$ cat src/rtl/wpm_pkg.sv
package wpm_pkg;
  localparam int BYTE_W = 8;

  typedef struct packed {
    logic shiftEn;
    logic restart;
  } wpmStrobe_t;
endpackage

$ cat src/rtl/wpm_bank.sv
module wpm_bank #(
  parameter int NUM_PAT = 4,
  parameter int MAX_LEN = 8,
  parameter int WIN_LEN = 8,
  parameter logic [NUM_PAT-1:0][MAX_LEN*8-1:0] PATS = '0,
  parameter logic [NUM_PAT-1:0][7:0] LENS = '0
) (
  input  logic [WIN_LEN-1:0][7:0] window,
  input  logic [WIN_LEN-1:0]      filled,
  output logic [NUM_PAT-1:0]      hits
);
  // window[0] is the newest byte; pattern byte k (bits 8k+7:8k) is its k-th newest character
  for (genvar p = 0; p < NUM_PAT; p++) begin : g_pat
    logic [WIN_LEN-1:0] posOk;
    always_comb begin
      for (int j = 0; j < WIN_LEN; j++) begin
        if (j >= int'(LENS[p])) posOk[j] = 1'b1;
        else posOk[j] = filled[j] && (window[j] == PATS[p][8*j +: 8]);
      end
    end
    assign hits[p] = &posOk;
  end
endmodule

$ cat src/rtl/wpm_datapath.sv
module wpm_datapath
  import wpm_pkg::*;
#(
  parameter int NUM_PAT = 4,
  parameter int MAX_LEN = 8,
  parameter int CHAIN_LEN = 8,
  parameter logic [NUM_PAT-1:0][MAX_LEN*8-1:0] PAT_A = '0,
  parameter logic [NUM_PAT-1:0][7:0] LEN_A = '0,
  parameter logic [NUM_PAT-1:0][MAX_LEN*8-1:0] PAT_B = '0,
  parameter logic [NUM_PAT-1:0][7:0] LEN_B = '0
) (
  input  logic              clk,
  input  logic              rst_n,
  input  wpmStrobe_t        strb,
  input  logic [BYTE_W-1:0] inByte,
  input  logic              setSel,
  output logic              anyHit
);
  logic [CHAIN_LEN-1:0][7:0] chainQ, nextWin;
  logic [CHAIN_LEN-1:0]      fillQ, nextFill;
  logic [NUM_PAT-1:0]        hitA, hitB;

  assign nextWin[0]  = inByte;
  assign nextFill[0] = 1'b1;
  for (genvar i = 1; i < CHAIN_LEN; i++) begin : g_shift
    assign nextWin[i]  = strb.restart ? 8'h00 : chainQ[i-1];
    assign nextFill[i] = strb.restart ? 1'b0  : fillQ[i-1];
  end

  always_ff @(posedge clk) begin
    if (!rst_n) begin
      chainQ <= '0;
      fillQ  <= '0;
    end else if (strb.shiftEn) begin
      chainQ <= nextWin;
      fillQ  <= nextFill;
    end
  end

  wpm_bank #(.NUM_PAT(NUM_PAT), .MAX_LEN(MAX_LEN), .WIN_LEN(CHAIN_LEN),
             .PATS(PAT_A), .LENS(LEN_A)) bankA_i (
    .window(nextWin), .filled(nextFill), .hits(hitA));

  wpm_bank #(.NUM_PAT(NUM_PAT), .MAX_LEN(MAX_LEN), .WIN_LEN(CHAIN_LEN),
             .PATS(PAT_B), .LENS(LEN_B)) bankB_i (
    .window(nextWin), .filled(nextFill), .hits(hitB));

  assign anyHit = strb.shiftEn && (setSel ? |hitB : |hitA);

  // window frozen on idle cycles
  a_r9_hold_when_idle: assert property (@(posedge clk) disable iff (!rst_n)
    !strb.shiftEn |=> ($stable(chainQ) && $stable(fillQ)));

  // after a packet start only the newest slot is occupied
  a_r7_restart_clears: assert property (@(posedge clk) disable iff (!rst_n)
    (strb.shiftEn && strb.restart) |=> ($countones(fillQ) == 1 && fillQ[0]));
endmodule

$ cat src/rtl/wpm_ctrl.sv
module wpm_ctrl
  import wpm_pkg::*;
(
  input  logic       clk,
  input  logic       rst_n,
  input  logic       inValid,
  input  logic       inSop,
  input  logic       inEop,
  input  logic       setSel,
  input  logic       anyHit,
  output wpmStrobe_t strb,
  output logic       matchOut,
  output logic       pktAlert,
  output logic       pktDone
);
  logic accQ;

  assign strb.shiftEn = inValid;
  assign strb.restart = inValid && inSop;

  always_ff @(posedge clk) begin
    if (!rst_n) begin
      accQ     <= 1'b0;
      matchOut <= 1'b0;
      pktAlert <= 1'b0;
      pktDone  <= 1'b0;
    end else begin
      matchOut <= inValid && anyHit;
      pktDone  <= inValid && inEop;
      pktAlert <= inValid && inEop && (anyHit || (accQ && !inSop));
      if (inValid) accQ <= inEop ? 1'b0 : ((accQ && !inSop) || anyHit);
    end
  end

  // select may only move on idle cycles
  a_r6_sel_stable: assert property (@(posedge clk) disable iff (!rst_n)
    inValid |-> $stable(setSel));

  // a match pulse always follows a valid beat
  a_r2_match_after_beat: assert property (@(posedge clk) disable iff (!rst_n)
    matchOut |-> $past(inValid));

  // the packet strobe follows an end-of-packet beat
  a_r8_done_after_eop: assert property (@(posedge clk) disable iff (!rst_n)
    pktDone |-> $past(inValid && inEop));

  // an alert is reported only with the strobe
  a_r8_alert_with_done: assert property (@(posedge clk) disable iff (!rst_n)
    pktAlert |-> pktDone);

  // a match on the final byte must show in the alert
  a_r8_last_match_alerts: assert property (@(posedge clk) disable iff (!rst_n)
    (matchOut && pktDone) |-> pktAlert);
endmodule

$ cat src/rtl/wpm_top.sv
module wpm_top
  import wpm_pkg::*;
#(
  parameter int NUM_PAT = 4,
  parameter int MAX_LEN = 8,
  parameter logic [NUM_PAT-1:0][MAX_LEN*8-1:0] PAT_A =
    {64'("XY"), 64'("passwd"), 64'("cmd.exe"), 64'("GET /")},
  parameter logic [NUM_PAT-1:0][7:0] LEN_A = {8'd2, 8'd6, 8'd7, 8'd5},
  parameter logic [NUM_PAT-1:0][MAX_LEN*8-1:0] PAT_B =
    {64'("%n%n%n%n"), 64'("EHLO mx"), 64'("root"), 64'("USER ")},
  parameter logic [NUM_PAT-1:0][7:0] LEN_B = {8'd8, 8'd7, 8'd4, 8'd5}
) (
  input  logic              clk,
  input  logic              rst_n,
  input  logic              inValid,
  input  logic [BYTE_W-1:0] inByte,
  input  logic              inSop,
  input  logic              inEop,
  input  logic              setSel,
  output logic              matchOut,
  output logic              pktAlert,
  output logic              pktDone
);
  function automatic int longest();
    int m = 1;
    for (int p = 0; p < NUM_PAT; p++) begin
      if (int'(LEN_A[p]) > m) m = int'(LEN_A[p]);
      if (int'(LEN_B[p]) > m) m = int'(LEN_B[p]);
    end
    return m;
  endfunction

  localparam int CHAIN_LEN = longest();

  wpmStrobe_t strb;
  logic       anyHit;

  wpm_ctrl ctrl_i (
    .clk(clk), .rst_n(rst_n), .inValid(inValid), .inSop(inSop), .inEop(inEop),
    .setSel(setSel), .anyHit(anyHit), .strb(strb), .matchOut(matchOut),
    .pktAlert(pktAlert), .pktDone(pktDone));

  wpm_datapath #(.NUM_PAT(NUM_PAT), .MAX_LEN(MAX_LEN), .CHAIN_LEN(CHAIN_LEN),
                 .PAT_A(PAT_A), .LEN_A(LEN_A), .PAT_B(PAT_B), .LEN_B(LEN_B)) dp_i (
    .clk(clk), .rst_n(rst_n), .strb(strb), .inByte(inByte), .setSel(setSel),
    .anyHit(anyHit));
endmodule

$ cat config.mk
export PLATFORM = sky130hd
export DESIGN_NAME = wpm_top
export DESIGN_NICKNAME = d
export VERILOG_FILES = /design/src/rtl/wpm_pkg.sv /design/src/rtl/wpm_bank.sv /design/src/rtl/wpm_datapath.sv /design/src/rtl/wpm_ctrl.sv /design/src/rtl/wpm_top.sv
export SDC_FILE = /design/constraint.sdc
export NUM_CORES = 1
export LEC_CHECK = 0
export CAP_MARGIN = 20
export CORE_MARGIN = 2
export CORE_UTILIZATION = 50
export CTS_BUF_LIST = sky130_fd_sc_hd__clkbuf_8
export DETAILED_ROUTE_END_ITERATION = 7
export DONT_BUFFER_PORTS = 1
export PLACE_DENSITY_LB_ADDON = 0.3
export SETUP_SLACK_MARGIN = 0.4
export SLEW_MARGIN = 20
export SYNTH_ARGS = -nofsm -noshare
export SYNTH_HDL_FRONTEND = slang
export SYNTH_HIERARCHICAL = 1
export SYNTH_SLANG_ARGS = --single-unit
export TNS_END_PERCENT = 100
$ cat constraint.sdc
create_clock -name clk -period 3.9 [get_ports clk]
set_clock_uncertainty 0.1 [all_clocks]
set_input_delay 0.585 -clock clk [delete_from_list [all_inputs] [get_ports clk]]
set_output_delay 0.585 -clock clk [all_outputs]
set_load 0.05 [all_outputs]
==> results of run 1 <==
==> metal layers <==
| layer | share of wire [%] | up-vias | track usage [%] |
|---|---|---|---|
| met2 | 45 | 73 | 35.0 |
| met3 | 5.5 | 9 | 4.69 |
| li1 | - | 1393 | - |
| met4 | 1.1 | 0 | 6.67 |
| met1 | 49 | 1345 | 33.3 |
| met5 | 0 | - | 0 |
==> power groups by stage <==
stage          Sequential, mW  Combinational (mW)  Clock, mW
2_1_floorplan           0.716              0.0868          0
3_3_place_gp            0.718              0.0802          0
3_5_place_dp            0.718              0.0809          0
4_1_cts                 0.702              0.0811      0.707
5_1_grt                 0.703              0.0875      0.731
6_report                0.702              0.0815      0.689
==> state kept, by name, indices dropped and copies added, names as in the netlist <==
register / flops
ctrl_i/accQ: 1
dp_i/fillQ: 7
ctrl_i/pktAlert: 1
dp_i/chainQ: 56
ctrl_i/pktDone: 1
ctrl_i/matchOut: 1
==> through the flow <==
step,area [µm²],power [mW],hold WS (ns),worst slack (ns)
3_5_place_dp,3810,0.799,0.345,0.268
6_report,4060,1.47,0.260,0.565
4_1_cts,4060,1.49,0.240,0.607
5_1_grt,4060,1.52,0.247,0.403
3_3_place_gp,3810,0.798,0.340,0.341
2_1_floorplan,3680,0.803,0.320,0.650
==> cells by family after synthesis <==
family | Yosys count | share of synthesized area [%]
compound gates | 6 | 1.05
buf+inv | 20 | 3.13
simple gates | 233 | 42.4
other cells | 1 | 0.102
flops | 67 | 36.5
mux | 62 | 16.9
==> cell usage after synthesis (2+ instances only) <==
library cell	instances	area share, %
sky130_fd_sc_hd__or4b_2	2	0.54
sky130_fd_sc_hd__or4_1	3	0.61
sky130_fd_sc_hd__nor4b_1	6	1.4
sky130_fd_sc_hd__nor3b_1	3	0.61
sky130_fd_sc_hd__nor2b_1	128	22
sky130_fd_sc_hd__nand4b_1	8	1.9
sky130_fd_sc_hd__dfxtp_1	67	36
sky130_fd_sc_hd__and4b_1	7	1.9
sky130_fd_sc_hd__mux2i_1	62	17
sky130_fd_sc_hd__nand2_1	7	0.71
sky130_fd_sc_hd__o21ai_0	2	0.27
sky130_fd_sc_hd__nor3_1	4	0.54
sky130_fd_sc_hd__nor4_2	2	0.68
sky130_fd_sc_hd__nand3b_1	2	0.41
sky130_fd_sc_hd__o21a_1	2	0.41
sky130_fd_sc_hd__and4bb_1	3	1.0
sky130_fd_sc_hd__buf_2	4	0.54
sky130_fd_sc_hd__nor2_1	12	1.2
sky130_fd_sc_hd__nand4_1	10	1.7
sky130_fd_sc_hd__or4_4	2	0.61
sky130_fd_sc_hd__nor4_1	8	1.4
sky130_fd_sc_hd__buf_4	9	1.8
sky130_fd_sc_hd__nand3_1	9	1.2
sky130_fd_sc_hd__nor4bb_1	8	2.2
sky130_fd_sc_hd__clkbuf_1	6	0.61
==> layout make-up <==
class | instances | area, µm²
fill | 632 | 3120
multi-input combinational | 304 | 2230
sequential | 67 | 1340
clock buffer | 9 | 124
tap | 99 | 124
timing repair buffer | 16 | 120
clock inverter | 7 | 116
==> path summary, 6_finish.rpt <==
kind,startpoint,to,slack (ns)
min,rst_n,dp_i/fillQ[0],0.26
max reg2reg,dp_i/chainQ[13],ctrl_i/accQ,1.04
max,inSop,ctrl_i/accQ,0.57
min reg2reg,dp_i/fillQ[0],dp_i/fillQ[0],0.36
==> run summary, run 1 <==
The remaining design rule violation count is 0, and the area added between synthesis and finish is 10.3%. The depth of the most critical reg-to-reg path works out to 9. For the worst setup path, the data arrival time is 3.52 ns. The tools report the number of clock sinks seen by CTS as 67. The net load switching power was 0.310 mW. The die height was 89.8 µm; the initial cell density of the core was 51.2%. Residual antenna-violating net count after detailed routing: 0. The ratio of final minimum period to clock period works out to 85.5%. The combinational group share of total power was 5.5%.

Along the worst path, the maximum fanout reaches 30. The most frequent standard cell in the layout excluding fill and tap cells was sky130_fd_sc_hd__nor2b_1. Wire length of the first global-routing pass: 14,700 µm. In this run the worst hold path is classified as input pin to flip-flop. Entering global routing, the biggest net connects 70 pins.

Leaving out fill and tap cells, the most frequent cells in the layout are sky130_fd_sc_hd__nor2b_1 (128), sky130_fd_sc_hd__dfxtp_1 (67), sky130_fd_sc_hd__mux2i_1 (62), sky130_fd_sc_hd__buf_4 (16), sky130_fd_sc_hd__nor2_1 (12). The chip width is 89.8 µm. Row generation in the floorplan step produced 31 rows. The number of global-route vias before repair is 2,705, and the final net count is 412. Synthesis inferred 67 register bits.

The buffers plus inverters on the worst setup path was 1. The ratio of cells with drive above 1 in the final layout was 10.4%. The number of antenna diodes in the final layout is 0. Number of port buffers: 0. On the worst path, the slowest cell contributes a delay of 0.55 ns.

The worst setup path is launched from an input pin. The logs give 0 for the count of endpoints failing hold in the final timing report and 9 for the number of buffers created by CTS. Routability-driven placement finished with a final weighted congestion of 0.908.

After detailed routing, the average wire length per cell comes to 18.0 µm. The count of cells along the worst hold path works out to 1. For the pin with the worst max-slew slack, the measured transition is 0.602 ns. The unique cell type count in the Yosys netlist is 38, and the number of buffers inserted by hold repair at cts is 0. The clock passes through at most 2 buffers. The flow ran to the end, and the final reports show no timing, DRC or antenna violations. In the routed layout, each cell is associated on average with a via count of 5.62.

Setup repair after global routing left no endpoint under its margin. Synthesis produced 389 cells. Category of the critical setup timing path: input pin to flip-flop. Sequential elements use 36.5% of the synthesized area. The later pin in the worst-skew pair is clocked with a latency of 0.35 ns. Static timing analysis puts the maximum clock frequency at 300 MHz. The analysis attributes to cell leakage a power of 1.55 nW. Global routing finished with a remaining overflow of 0. The critical path's top delay family was simple AND/OR/NAND/NOR gates. The H-tree depth came out at 3. The post-CTS resize count was 0.

Number of max-slew violations in the final report: 0. The number of DRC violations after detailed-routing iteration 0 is 200, and the number of maximum-capacitance violations is 0. For the first-pass iteration count of the detailed router, the log shows 5. The tree is rooted in a sky130_fd_sc_hd__clkbuf_8. The type of element capturing the critical path is a flip-flop. The average instance in the mapped netlist occupies 9.45 µm². Synthesized area: 0.00368 mm². TritonCTS built the clock tree. The share of flip-flops with an asynchronous set or reset after synthesis is 0%, and the number of I/O pins is 17.

Switching share of power: 21.1%. For this run, the leading register cell type out of synthesis is sky130_fd_sc_hd__dfxtp_1. The signal on the critical path passes through and2_2 > buf_4 > nor2b_1 > and4bb_2 > nand4_1 > or4_1 > nor4_1 > nor4_1 > a21oi_1 > and4b_1 > a31o_1. The run gives 9030 µm as the wire length after detailed routing. In this run, synthesis inferred 0 flip-flops with an integrated enable. In this run the number of cells on the critical path is 11. The post-layout instance count excluding filler cells is 502, and the power density normalized to cell area is 363 mW/mm². Die outline area: 0.00806 mm². In this run the standard cell core region covers 0.00718 mm². The internal power of the cells totals 1.16 mW.

Peak supply drop: 0.000233 V. The master of the slowest instance on the critical path is sky130_fd_sc_hd__or4_1. The initial antenna violation count came out at 0.

The sum of negative setup slack was 0 ns; the number of synthesis warnings was 6. The wire-length estimate of the detail-placed layout is 6410 µm. At the end of the flow the core is filled with cells to 56.5%. Data on the critical path is required at its endpoint by 4.09 ns.

The number of placed instances, taps included, is 486. Clock slew at the register clock pins of the worst setup and hold paths: 0.08 ns. Counting I/O delays and the setup requirement, the final critical path takes 3.33 ns.

The final route contains 2,820 vias. Setup violations remaining at the end of the flow were counted as 0. The share of power burned in registers was 47.7%. The cell that appears most often on the critical path is sky130_fd_sc_hd__nor4_1. Once the clock tree was built, the setup fixing pass inserted 0 buffers. Global routing used 23.1% of the available tracks across all layers.

The max-slew headroom at the worst pin was 59.9%; the proportion of power drawn by the clock network was 46.8%.
No activity file was read; power rests on OpenSTA's default activity.
==> run 2, diff against run 1 <==
SETUP_SLACK_MARGIN = 0.15   (was 0.4)
==> results of run 2 <==
Final layout, timing and power as in run 1 (identical DEF).
